==> config.mk <==
export PLATFORM = sky130hd
export DESIGN_NAME = flashStatusGen
export DESIGN_NICKNAME = d
export VERILOG_FILES = /design/src/rtl/fsg_pkg.sv /design/src/rtl/fsg_ctrl.sv /design/src/rtl/fsg_datapath.sv /design/src/rtl/flashStatusGen.sv
export SDC_FILE = /design/constraint.sdc
export NUM_CORES = 1
export LEC_CHECK = 0
export BUFFER_PORTS_ARGS = -buffer_cell sky130_fd_sc_hd__buf_2
export CAP_MARGIN = 20
export CELL_PAD_IN_SITES_DETAIL_PLACEMENT = 0
export CELL_PAD_IN_SITES_GLOBAL_PLACEMENT = 1
export CORE_MARGIN = 5
export CORE_UTILIZATION = 37
export CTS_BUF_LIST = sky130_fd_sc_hd__clkbuf_8
export CTS_CLUSTER_SIZE = 28
export DETAILED_ROUTE_END_ITERATION = 10
export PLACE_DENSITY_LB_ADDON = 0.1
export SLEW_MARGIN = 0
export SYNTH_ARGS = -nofsm -noshare
export SYNTH_HDL_FRONTEND = slang
export SYNTH_SLANG_ARGS = --single-unit
==> constraint.sdc <==
create_clock -name clk -period 3.1 [get_ports clk]
set_clock_uncertainty 0.05 [all_clocks]
set_input_delay 0.62 -clock clk [delete_from_list [all_inputs] [get_ports clk]]
set_output_delay 0.62 -clock clk [all_outputs]
set_load 0.01 [all_outputs]
==> src/rtl/fsg_pkg.sv <==
package fsg_pkg;

  typedef enum logic [1:0] {
    ERS_SECTOR = 2'd0,
    ERS_BLOCK  = 2'd1,
    ERS_CHIP   = 2'd2,
    ERS_CHIP2  = 2'd3
  } eraseKind_e;

  // Strobes passed from control to datapath
  typedef struct packed {
    logic capture;  // operation accepted this cycle
    logic isProg;   // accepted operation is a program
    logic active;   // operation in progress
    logic flip;     // invert the toggle value at this edge
  } stb_t;

endpackage

==> src/rtl/fsg_ctrl.sv <==
module fsg_ctrl
  import fsg_pkg::*;
#(
  parameter int PROG_CYC = 2000,
  parameter int SECT_CYC = 2500000,
  parameter int BLK_CYC  = 2500000,
  parameter int CHIP_CYC = 10000000
) (
  input  logic       clk,
  input  logic       rstN,
  input  logic       startProg,
  input  logic       startErase,
  input  logic [1:0] eraseKind,
  input  logic       rdStrobe,
  output stb_t       stb,
  output logic       busy,
  output logic       donePulse
);

  localparam int MAX_A = (PROG_CYC > SECT_CYC) ? PROG_CYC : SECT_CYC;
  localparam int MAX_B = (BLK_CYC > CHIP_CYC) ? BLK_CYC : CHIP_CYC;
  localparam int MAX_C = (MAX_A > MAX_B) ? MAX_A : MAX_B;
  localparam int CW    = $clog2(MAX_C + 1);

  logic [CW-1:0] cnt;
  logic [CW-1:0] loadLen;
  logic          busyQ;
  logic          doneQ;
  logic          accept;
  logic          lastCycle;

  assign accept    = !busyQ && (startProg || startErase);
  assign lastCycle = busyQ && (cnt == '0);

  always_comb begin
    if (startProg) begin
      loadLen = CW'(PROG_CYC - 1);
    end else begin
      case (eraseKind_e'(eraseKind))
        ERS_SECTOR: loadLen = CW'(SECT_CYC - 1);
        ERS_BLOCK:  loadLen = CW'(BLK_CYC - 1);
        default:    loadLen = CW'(CHIP_CYC - 1);
      endcase
    end
  end

  always_ff @(posedge clk) begin
    if (!rstN) begin
      busyQ <= 1'b0;
      doneQ <= 1'b0;
      cnt   <= '0;
    end else begin
      doneQ <= lastCycle;
      if (busyQ) begin
        if (cnt == '0) busyQ <= 1'b0;
        else           cnt   <= cnt - 1'b1;
      end else if (accept) begin
        busyQ <= 1'b1;
        cnt   <= loadLen;
      end
    end
  end

  assign stb.capture = accept;
  assign stb.isProg  = startProg;
  assign stb.active  = busyQ;
  assign stb.flip    = busyQ && rdStrobe;
  assign busy        = busyQ;
  assign donePulse   = doneQ;

  a_r10_done_after_busy: assert property (@(posedge clk) disable iff (!rstN)
    donePulse |-> (!busy && $past(busy)));
  a_r10_done_single: assert property (@(posedge clk) disable iff (!rstN)
    donePulse |=> !donePulse);
  a_r11_no_early_end: assert property (@(posedge clk) disable iff (!rstN)
    (busy && cnt != '0) |=> busy);
  a_r2_start_sets_busy: assert property (@(posedge clk) disable iff (!rstN)
    (!busy && startProg) |=> busy);

endmodule

==> src/rtl/fsg_datapath.sv <==
module fsg_datapath
  import fsg_pkg::*;
#(
  parameter int WORD_W  = 16,
  parameter int POL_BIT = 7,
  parameter int TOG_BIT = 6
) (
  input  logic              clk,
  input  logic              rstN,
  input  stb_t              stb,
  input  logic [WORD_W-1:0] progWord,
  input  logic [WORD_W-1:0] arrayWord,
  output logic [WORD_W-1:0] rdWord
);

  logic [WORD_W-1:0] wordQ;
  logic              progQ;
  logic              togQ;
  logic              polBit;

  always_ff @(posedge clk) begin
    if (!rstN) begin
      wordQ <= '0;
      progQ <= 1'b0;
      togQ  <= 1'b0;
    end else begin
      if (stb.capture) begin
        wordQ <= progWord;
        progQ <= stb.isProg;
      end
      if (stb.flip) togQ <= ~togQ;
    end
  end

  // Program: inverted captured bit; erase: forced low
  assign polBit = progQ ? ~wordQ[POL_BIT] : 1'b0;

  for (genvar i = 0; i < WORD_W; i++) begin : g_lane
    if (i == POL_BIT) begin : g_pol
      assign rdWord[i] = stb.active ? polBit : arrayWord[i];
    end else if (i == TOG_BIT) begin : g_tog
      assign rdWord[i] = stb.active ? togQ : arrayWord[i];
    end else begin : g_pass
      assign rdWord[i] = arrayWord[i];
    end
  end

  a_r9_toggle_holds: assert property (@(posedge clk) disable iff (!rstN)
    !stb.active |=> $stable(togQ));
  a_r11_word_kept: assert property (@(posedge clk) disable iff (!rstN)
    stb.active |=> ($stable(wordQ) && $stable(progQ)));

endmodule

==> src/rtl/flashStatusGen.sv <==
module flashStatusGen #(
  parameter int PROG_CYC = 2000,
  parameter int SECT_CYC = 2500000,
  parameter int BLK_CYC  = 2500000,
  parameter int CHIP_CYC = 10000000
) (
  input  logic        clk,
  input  logic        rstN,
  input  logic        startProg,
  input  logic        startErase,
  input  logic [1:0]  eraseKind,
  input  logic [15:0] progWord,
  input  logic        rdStrobe,
  input  logic [15:0] arrayWord,
  output logic [15:0] rdWord,
  output logic        busy,
  output logic        donePulse
);

  fsg_pkg::stb_t stb;

  fsg_ctrl #(
    .PROG_CYC(PROG_CYC), .SECT_CYC(SECT_CYC),
    .BLK_CYC(BLK_CYC), .CHIP_CYC(CHIP_CYC)
  ) u_ctrl (
    .clk(clk), .rstN(rstN), .startProg(startProg), .startErase(startErase),
    .eraseKind(eraseKind), .rdStrobe(rdStrobe), .stb(stb),
    .busy(busy), .donePulse(donePulse)
  );

  fsg_datapath #(.WORD_W(16), .POL_BIT(7), .TOG_BIT(6)) u_dp (
    .clk(clk), .rstN(rstN), .stb(stb), .progWord(progWord),
    .arrayWord(arrayWord), .rdWord(rdWord)
  );

endmodule

==> flow_metrics.py, run 1 <==
metrics = {
    "outcome": {
        "result_of_the_run": "finished, final reports clean",
    },
    "yosys": {
        "synthFlopType": "dfxtp_1",
        "ys_async_sr_fraction_pct": 0,
        "mappedNetlistArea_mm2": 0.00177,
        "ys_seq_elements": 29,
        "synth_enable_flop_cells": 0,
        "count_of_yosys_warnings_during_synthesis": 0,
        "synth_cell_types": 48,
        "synth-seq-area-share_pct": 32.8,
        "postSynthAreaPerCell_um2": 7.72,
        "syn-num-nets": 270,
        "netlist_instances": 229,
    },
    "die": {
        "placeableCoreArea_mm2": 0.00469,
        "total_die_area_mm2": 0.00626,
        "effective_utilization_at_floorplan_pct": 37.7,
        "die_height_um": 79.1,
        "chipWidth_um": 79.1,
        "io_pins": 57,
        "floorplan.rows": 25,
    },
    "detailed_routing": {
        "wl_per_cell_um": 18.4,
        "via_count": 1670,
        "drt_drc_violations_left": 0,
        "firstDrtPassIters": 4,
        "post_route_antenna_net_violation_count": 0,
        "drt-vias-per-instance": 6.05,
        "finalWirelength_um": 5090,
        "drt_first_iter_violations": 106,
    },
    "global_route": {
        "global_route_wire_length_before_repair_um": 8480,
        "grt_antenna_before_repair": 0,
        "vias_in_the_first_global_route": 1674,
        "groute.usage.overall_pct": 17.2,
        "grt.overflow.total": 0,
        "grt_max_degree": 21,
    },
    "critical_path": {
        "worst_path_dominant_cell_family": "simple AND/OR/NAND/NOR gates",
        "path_class": "flop to flop",
        "worst-r2r-setup-slack_ns": 0.61,
        "reg2reg_depth": 5,
        "cell_chain_of_the_critical_path": "or3_1, or4_4, or4_1, a21oi_1, o32ai_1",
        "regToRegStartpoint": "u_ctrl.cnt[7]",
        "cp.required_ns": 3.19,
        "critPathSlowestCell": "or4_4",
        "worst_endpoint_data_arrival_time_ns": 2.58,
        "timing.critical_path.buf_inv": 0,
        "r2r-end": "u_ctrl.cnt[21]",
        "worstSetupStartpointType": "flop",
        "critical_path.endpoint_type": "flop",
        "critical-path-max-stage-delay_ns": 0.64,
        "crit_path_max_fanout": 8,
    },
    "final_layout": {
        "area_growth_pct": 3.04,
        "layout_common_cells": "dfxtp_1 (29), a21oi_1 (26), o21ai_0 (19), nor2_1 (18), nand2_1 (15)",
        "antenna-diode-count": 0,
        "fillCellCount": 505,
        "layout.core_utilization_pct": 38.8,
        "layout.cells.most_common": "dfxtp_1",
        "post_route_cells_drive_above_1_share_pct": 14.9,
        "layout.nets": 263,
    },
    "power_and_ir_drop": {
        "cellPowerDensity_mw_per_mm2": 524,
        "leakage_nw": 0.667,
        "max-vdd-ir-drop_mv": 0.195,
    },
    "placed_design": {
        "gp_routability_congestion": 0.869,
        "numPortBuffers": 12,
        "dp_hpwl_um": 3620,
    },
    "clock_network": {
        "cts_inserted_buffers": 5,
        "cts_max_level": 2,
        "tritoncts": "yes",
        "post_cts_resized": 0,
        "clock_path_buffers": 2,
        "cts-root-buf": "clkbuf_8",
        "post_cts_buffers": 0,
        "clock-sinks": 29,
        "cts.hold.buffers_added": 0,
        "worst_setup_hold_path_clk_slew_ns": 0.06,
        "clock_insertion_delay_worst_skew_ns": 0.28,
    },
    "timing": {
        "grt_setup_unrepaired": "no",
        "finalSetupTns_ns": 0,
        "timing.final.crit_share_pct": 80.2,
        "report.final.slew_viol_count": 0,
        "relative_slew_margins_pct": 40.5,
        "holdWs_ns": 0.425,
        "finalHoldViolations": 0,
        "maxClockFrequency_ghz": 0.402,
        "setup_viol": 0,
        "tightestPinTransition_ns": 0.886,
        "layout_min_cycle_time_ns": 2.49,
    },
    "flow_run": {
        "cap_violations": 0,
    },
    "worst_hold_path": {
        "worstHoldPathType": "flop to flop",
        "worstHoldPathCells": 2,
        "min_delay_worst_endpoint": "u_dp.progQ",
        "worst_hold_startpoint": "u_dp.progQ",
    },
}
stage by stage:
step / instance area (um^2) / instances / power [mW] / setup slack [ns]
5_1_grt: 1820 / 276 / 1.01 / 0.536
4_1_cts: 1820 / 276 / 0.963 / 0.634
6_report: 1820 / 276 / 0.954 / 0.614
3_5_place_dp: 1740 / 269 / 0.642 / 0.649
2_1_floorplan: 1770 / 229 / 0.612 / 0.740
3_3_place_gp: 1740 / 269 / 0.639 / 0.647
registers in the layout, summed over array words and instances, names as in the netlist:
| signal | count |
|---|---|
| u_ctrl.cnt | 24 |
| u_ctrl.busy | 1 |
| u_ctrl.donePulse | 1 |
| u_dp.wordQ | 1 |
| u_dp.togQ | 1 |
| u_dp.progQ | 1 |
how the worst max path moves through the flow:
stage	from	end	slack, ns	cells after the start
6_report	u_ctrl.cnt[7]	u_ctrl.cnt[21]	0.61	5
5_1_grt	u_ctrl.cnt[7]	u_ctrl.cnt[21]	0.54	5
4_1_cts	u_ctrl.cnt[7]	u_ctrl.cnt[21]	0.63	5
3_5_place_dp	u_ctrl.cnt[7]	u_ctrl.cnt[21]	0.65	5
3_3_place_gp	u_ctrl.cnt[7]	u_ctrl.cnt[21]	0.65	5
2_1_floorplan	u_ctrl.cnt[7]	u_ctrl.cnt[21]	0.74	7
worst min-delay path: stages, from the launching register on:
cell     delay (ns)
dfxtp_1        0.31
o21ai_0        0.06
a21oi_1        0.06
layer usage:
metal	track usage, %	up-vias	wire (um)
li1	-	814	-
met1	21.2	793	2270
met2	26.7	54	2380
met3	4.76	9	372
met4	9.62	0	70
met5	0	-	0
synth_stat cells, drive strengths merged, types with 2 or more instances:
master / count / share of area, %
or3: 8 / 2.8
ha: 2 / 1.4
xor2: 3 / 1.5
nor4: 7 / 2.5
or4: 6 / 3.0
inv: 7 / 1.5
o211ai: 2 / 0.85
and4: 2 / 0.99
nor3: 10 / 3.1
a21oi: 26 / 7.4
nand3b: 2 / 0.85
o32ai: 5 / 2.5
buf: 21 / 8.8
a31oi: 8 / 2.8
nand3: 3 / 0.85
dfxtp: 29 / 33
clkbuf: 9 / 1.9
o221a: 2 / 1.3
nand2: 15 / 3.2
o21ai: 23 / 6.7
nor2: 18 / 3.8
a31o: 2 / 0.99
power by group:
group | internal, mW | total, mW | leakage (nW) | switching (mW)
registers | 0.400 | 0.432 | 0.239 | 0.0323
clock network | 0.173 | 0.317 | 0.0485 | 0.145
logic | 0.0763 | 0.205 | 0.379 | 0.128
cell type report:
type	instances	area, um^2	area share, %
Timing Repair Buffer	16	90.1	4.95
Clock buffer	6	82.6	4.53
Multi-Input combinational cell	162	967	53.1
Sequential cell	29	581	31.9
Clock inverter	1	3.75	0.206
Inverter	8	30.0	1.65
Tap cell	54	67.6	3.71
logic make-up after synthesis:
| family | count (synthesis) | share of synthesized area, % |
|---|---|---|
| flip-flops | 29 | 32.8 |
| AO/OA/AOI/OAI | 74 | 25.2 |
| adder cells (fa/ha/maj) | 2 | 1.42 |
| AND/OR/NAND/NOR | 81 | 25.4 |
| XOR/XNOR | 3 | 1.49 |
| buffers and inverters | 38 | 12.5 |
| multiplexers | 2 | 1.20 |
Note: power is estimated with default switching activity, not from simulation.
==> inputs of run 2 (changes only) <==
--- a/config.mk
+++ b/config.mk
@@ -10,7 +10,7 @@
 export CELL_PAD_IN_SITES_DETAIL_PLACEMENT = 0
 export CELL_PAD_IN_SITES_GLOBAL_PLACEMENT = 1
 export CORE_MARGIN = 5
-export CORE_UTILIZATION = 37
+export CORE_UTILIZATION = 34
 export CTS_BUF_LIST = sky130_fd_sc_hd__clkbuf_8
 export CTS_CLUSTER_SIZE = 28
 export DETAILED_ROUTE_END_ITERATION = 10
==> constraint.sdc (replaced) <==
create_clock -name clk -period 2 [get_ports clk]
set_clock_uncertainty 0.05 [all_clocks]
set_input_delay 0.4 -clock clk [delete_from_list [all_inputs] [get_ports clk]]
set_output_delay 0.4 -clock clk [all_outputs]
set_load 0.01 [all_outputs]
==> flow_metrics.py, run 2 (same netlist as run 1, synthesis figures left out) <==
metrics = {
    "clock_network": {
        "clock_path_buffers": 2,
        "cts_max_level": 2,
        "cts-root-buf": "clkbuf_8",
        "clock_insertion_delay_worst_skew_ns": 0.28,
        "cts.hold.buffers_added": 0,
        "tritoncts": "yes",
        "cts_inserted_buffers": 5,
        "worst_setup_hold_path_clk_slew_ns": 0.06,
        "clock-sinks": 29,
    },
    "outcome": {
        "result_of_the_run": "complete, but fails checks",
        "violations": "setup timing",
    },
    "detailed_routing": {
        "firstDrtPassIters": 5,
        "wl_per_cell_um": 16.7,
        "post_route_antenna_net_violation_count": 0,
        "finalWirelength_um": 5670,
        "via_count": 1914,
        "drt_first_iter_violations": 97,
        "drt_drc_violations_left": 0,
        "drt-vias-per-instance": 5.63,
    },
    "timing": {
        "relative_slew_margins_pct": 51.1,
        "maxClockFrequency_ghz": 0.457,
        "layout_min_cycle_time_ns": 2.19,
        "setup_viol": 24,
        "report.final.slew_viol_count": 0,
        "layout_setup_ws_ns": -0.186,
        "finalHoldViolations": 0,
        "grt_setup_unrepaired": "yes",
        "tightestPinTransition_ns": 0.726,
        "timing.final.crit_share_pct": 109,
    },
    "final_layout": {
        "layout.cells.most_common": "buf_4",
        "final_area_mm2": 0.00230,
        "layout_common_cells": "buf_4 (47), dfxtp_1 (26), a21oi_1 (22), nor2_1 (18), nand2_1 (15)",
        "final-instance-count-excl-fill": 340,
        "largest-register": "u_ctrl.cnt",
        "area_growth_pct": 30.1,
        "antenna-diode-count": 0,
        "post_route_cells_drive_above_1_share_pct": 36.3,
        "layout.nets": 311,
        "fillCellCount": 529,
        "largest_register_ff_count": 24,
    },
    "critical_path": {
        "critPathSlowestCell": "or4_4",
        "worstSetupStartpointType": "flop",
        "cell_chain_of_the_critical_path": "or4_4, or4_4, o21ai_4, buf_12, nor3_1, a31o_2",
        "r2r-end": "u_ctrl.cnt[12]",
        "worst-r2r-setup-slack_ns": -0.19,
        "crit_path_max_fanout": 13,
        "critical_path.endpoint_type": "flop",
        "cp.required_ns": 2.12,
        "reg2reg_depth": 6,
        "timing.critical_path.mode_cell": "or4_4",
        "critical-path-max-stage-delay_ns": 0.53,
        "path_class": "flop to flop",
        "regToRegStartpoint": "u_ctrl.cnt[11]",
        "worst_endpoint_data_arrival_time_ns": 2.31,
    },
    "die": {
        "effective_utilization_at_floorplan_pct": 34.8,
        "io_pins": 57,
        "placeableCoreArea_mm2": 0.00507,
        "die_height_um": 82.1,
        "total_die_area_mm2": 0.00674,
        "chipWidth_um": 82.1,
        "floorplan.rows": 26,
    },
    "worst_hold_path": {
        "worstHoldPathCells": 3,
        "worstHoldPathType": "input port to flop",
        "min_delay_worst_endpoint": "u_dp.wordQ[7]",
        "worst_hold_startpoint": "progWord[7]",
    },
    "placed_design": {
        "dp_hpwl_um": 4010,
        "placed_cell_area_mm2": 0.00213,
        "numPortBuffers": 12,
        "placedCellCount": 330,
        "gp_routability_congestion": 0.824,
        "dp_worst_setup_slack_ns": -0.191,
    },
    "global_route": {
        "groute.usage.overall_pct": 18.4,
        "grt_max_degree": 27,
        "global_route_wire_length_before_repair_um": 9390,
        "grt.overflow.total": 0,
        "grt_antenna_before_repair": 0,
        "vias_in_the_first_global_route": 1874,
    },
    "power_and_ir_drop": {
        "leakage_nw": 0.922,
        "power.total_mw": 1.64,
        "cellPowerDensity_mw_per_mm2": 713,
        "max-vdd-ir-drop_mv": 0.352,
    },
    "flow_run": {
        "cap_violations": 0,
    },
}
run 2: worst max path at each step:
stage / slack [ns] / cells after the start / end / start
after CTS: -0.18 / 6 / u_ctrl.cnt[5] / u_ctrl.cnt[11]
final: -0.19 / 6 / u_ctrl.cnt[12] / u_ctrl.cnt[11]
after detailed placement: -0.19 / 6 / u_ctrl.cnt[0] / u_ctrl.cnt[11]
after global placement: -0.16 / 6 / u_ctrl.cnt[7] / u_ctrl.cnt[11]
after floorplan: -0.21 / 7 / u_ctrl.cnt[21] / u_ctrl.cnt[9]
after global routing: -0.25 / 6 / u_ctrl.cnt[12] / u_ctrl.cnt[11]
run 2: worst max-delay path: cells and delay by family, from the launching register on:
kind	cells	cell delay (ns)
AO/OA/AOI/OAI	2	0.44
buffers and inverters	1	0.17
flip-flops	1	0.32
AND/OR/NAND/NOR	3	1.10
run 2: through the flow:
| step | utilization (%) | hold slack, ns | TNS (ns) |
|---|---|---|---|
| floorplan | - | 0.400 | -2.74 |
| global placement | 42.0 | 0.419 | -2.45 |
| detailed placement | 42.0 | 0.437 | -2.98 |
| CTS | 45.2 | 0.301 | -3.43 |
| global route | 45.3 | 0.320 | -4.70 |
| finish | 45.3 | 0.302 | -2.96 |
run 2: power by group:
group          leakage [nW]  switching, mW  total [mW]  internal, mW
logic                 0.634          0.268       0.507         0.238
clock network        0.0485          0.216       0.483         0.267
registers             0.240         0.0298       0.650         0.621
run 2: routing by layer:
| layer | GRT usage, % | vias up | wire [um] |
|---|---|---|---|
| met5 | 0 | - | 0 |
| met4 | 6.81 | 0 | 120 |
| met3 | 3.58 | 12 | 321 |
| met2 | 30.0 | 62 | 2660 |
| met1 | 23.9 | 927 | 2560 |
| li1 | - | 913 | - |
run 2: cell type report:
type	count	area (um^2)	share of cell area, %
clock buffers	6	82.6	3.59
clock inverters	1	3.75	0.163
well taps	70	87.6	3.81
repair buffers	64	487	21.2
multi-input cells	162	1020	44.6
inverters	8	30.0	1.31
flip-flops and latches	29	584	25.4
run 2: what timing repair did:
action                     CTS  global route
setup buffers                3             0
setup endpoints to repair   24            26
pin swaps                    2             4
gates cloned                 1             0
resized for setup           13            12
==> inputs of run 3 (changes only) <==
==> constraint.sdc (replaced) <==
create_clock -name clk -period 1.91 [get_ports clk]
set_clock_uncertainty 0.05 [all_clocks]
set_input_delay 0.382 -clock clk [delete_from_list [all_inputs] [get_ports clk]]
set_output_delay 0.382 -clock clk [all_outputs]
set_load 0.01 [all_outputs]
==> flow_metrics.py, run 3 (same netlist as run 1, synthesis figures left out) <==
metrics = {
    "outcome": {
        "result_of_the_run": "complete, but fails checks",
        "violations": "setup timing",
    },
    "clock_network": {
        "clock_insertion_delay_worst_skew_ns": 0.28,
        "worst_setup_hold_path_clk_slew_ns": 0.07,
        "cts-root-buf": "clkbuf_8",
        "clock-sinks": 29,
        "clock_path_buffers": 2,
        "cts_max_level": 2,
        "tritoncts": "yes",
        "cts_inserted_buffers": 5,
    },
    "timing": {
        "maxClockFrequency_ghz": 0.457,
        "finalHoldViolations": 0,
        "relative_slew_margins_pct": 60.8,
        "report.final.slew_viol_count": 0,
        "timing.final.crit_share_pct": 115,
        "layout_min_cycle_time_ns": 2.19,
        "setup_viol": 25,
        "layout_setup_ws_ns": -0.280,
        "holdWs_ns": 0.285,
        "grt_setup_unrepaired": "yes",
        "tightestPinTransition_ns": 0.588,
    },
    "detailed_routing": {
        "finalWirelength_um": 5980,
        "drt-vias-per-instance": 5.55,
        "wl_per_cell_um": 17.0,
        "drt_first_iter_violations": 151,
        "drt_drc_violations_left": 0,
        "via_count": 1947,
        "firstDrtPassIters": 4,
        "post_route_antenna_net_violation_count": 0,
    },
    "critical_path": {
        "cp.required_ns": 2.04,
        "reg2reg_depth": 6,
        "r2r-end": "u_ctrl.cnt[15]",
        "crit_path_end": "u_ctrl.cnt[15]",
        "crit_path_max_fanout": 14,
        "critical_path.endpoint_type": "flop",
        "regToRegStartpoint": "u_ctrl.cnt[11]",
        "critical_path.startpoint": "u_ctrl.cnt[11]",
        "worst-r2r-setup-slack_ns": -0.28,
        "path_class": "flop to flop",
        "worst_endpoint_data_arrival_time_ns": 2.32,
        "worstSetupStartpointType": "flop",
    },
    "power_and_ir_drop": {
        "combinationalPowerShare_pct": 33.6,
        "share_seq_of_total_power_pct": 38.9,
        "power.total_mw": 1.75,
        "clock_power_share_pct": 27.5,
        "internal_portion_of_total_power_mw": 1.18,
        "leakage_nw": 1.00,
        "netSwitchingFraction_pct": 32.5,
        "net-switching-power_mw": 0.570,
        "max-vdd-ir-drop_mv": 0.282,
        "cellPowerDensity_mw_per_mm2": 718,
    },
    "die": {
        "placeableCoreArea_mm2": 0.00507,
        "chipWidth_um": 82.1,
        "total_die_area_mm2": 0.00674,
        "effective_utilization_at_floorplan_pct": 34.8,
        "io_pins": 57,
        "die_height_um": 82.1,
        "floorplan.rows": 26,
    },
    "placed_design": {
        "gp_routability_congestion": 0.791,
        "numPortBuffers": 12,
        "dp_hpwl_um": 4060,
        "placedCellCount": 336,
        "dp_worst_setup_slack_ns": -0.266,
    },
    "final_layout": {
        "layout.nets": 321,
        "fillCellCount": 527,
        "multi_input_logic_area_mm2": 0.00104,
        "layout.core_utilization_pct": 48.1,
        "largest_register_ff_count": 24,
        "area_growth_pct": 38.0,
        "seq_area_um2": 583,
        "largest-register": "u_ctrl.cnt",
        "final-instance-count-excl-fill": 351,
        "post_route_cells_drive_above_1_share_pct": 37.7,
        "layout_common_cells": "buf_4 (54), dfxtp_1 (27), a21oi_1 (23), nor2_1 (18), nand2_1 (15)",
        "layout.cells.most_common": "buf_4",
        "antenna-diode-count": 0,
    },
    "global_route": {
        "global_route_wire_length_before_repair_um": 9490,
        "grt.overflow.total": 0,
        "grt_antenna_before_repair": 0,
        "groute.usage.overall_pct": 18.6,
        "vias_in_the_first_global_route": 1927,
        "grt_max_degree": 23,
    },
    "flow_run": {
        "cap_violations": 0,
    },
    "worst_hold_path": {
        "worstHoldPathType": "input port to flop",
    },
}
==> run 3: critical path, stage by stage (launching register included) <==
cell	delay, ns
dfxtp_1	0.32
or4_4	0.54
or4_4	0.50
o21ai_4	0.22
buf_12	0.17
nor3_1	0.06
a31o_2	0.24
==> run 3: area by class of cell <==
type	instances	share of cell area, %
Multi-Input combinational cell	162	42.7
Inverter	8	1.23
Clock inverter	3	0.462
Tap cell	70	3.59
Clock buffer	5	2.82
Timing Repair Buffer	74	25.3
Sequential cell	29	23.9
==> run 3: per-layer routing <==
| metal | vias to the layer above | routed length [um] | global-route usage, % | part of all wire, % |
|---|---|---|---|---|
| li1 | 933 | - | - | - |
| met1 | 934 | 2750 | 23.9 | 46 |
| met2 | 68 | 2800 | 30.5 | 47 |
| met3 | 12 | 338 | 3.69 | 5.7 |
| met4 | 0 | 88 | 7.31 | 1.5 |
| met5 | - | 0 | 0 | 0 |
==> run 3: power by group through the flow <==
stage | Clock [mW] | Combinational, mW | Sequential [mW]
after detailed placement | 0 | 0.515 | 0.692
after global placement | 0 | 0.510 | 0.688
after CTS | 0.496 | 0.551 | 0.679
after floorplan | 0 | 0.314 | 0.693
final | 0.481 | 0.589 | 0.681
after global routing | 0.527 | 0.641 | 0.685
==> run 3: how the worst min path moves through the flow <==
stage                     slack [ns]             end  depth (start not counted)           start
after CTS                       0.28   u_dp.wordQ[7]                          3     progWord[7]
after global placement          0.42   u_dp.wordQ[7]                          2   u_dp.wordQ[7]
after detailed placement        0.43  u_ctrl.cnt[23]                          2  u_ctrl.cnt[23]
final                           0.28   u_dp.wordQ[7]                          3     progWord[7]
after global routing            0.33   u_dp.wordQ[7]                          3     progWord[7]
after floorplan                 0.40      u_dp.progQ                          2      u_dp.progQ
==> run 3: through the flow <==
| step | setup TNS, ns | area, um^2 |
|---|---|---|
| finish | -5.26 | 2440 |
| global route | -6.74 | 2440 |
| CTS | -4.84 | 2330 |
| detailed placement | -4.54 | 2160 |
| global placement | -4.00 | 2160 |
| floorplan | -4.99 | 1810 |
==> run 3: repair_timing <==
action	in CTS	in global routing
gates resized for setup	16	12
endpoints found under the setup margin	26	27
pin swaps	2	5
hold buffers	0	0
gates cloned	1	2
buffers inserted	2	2
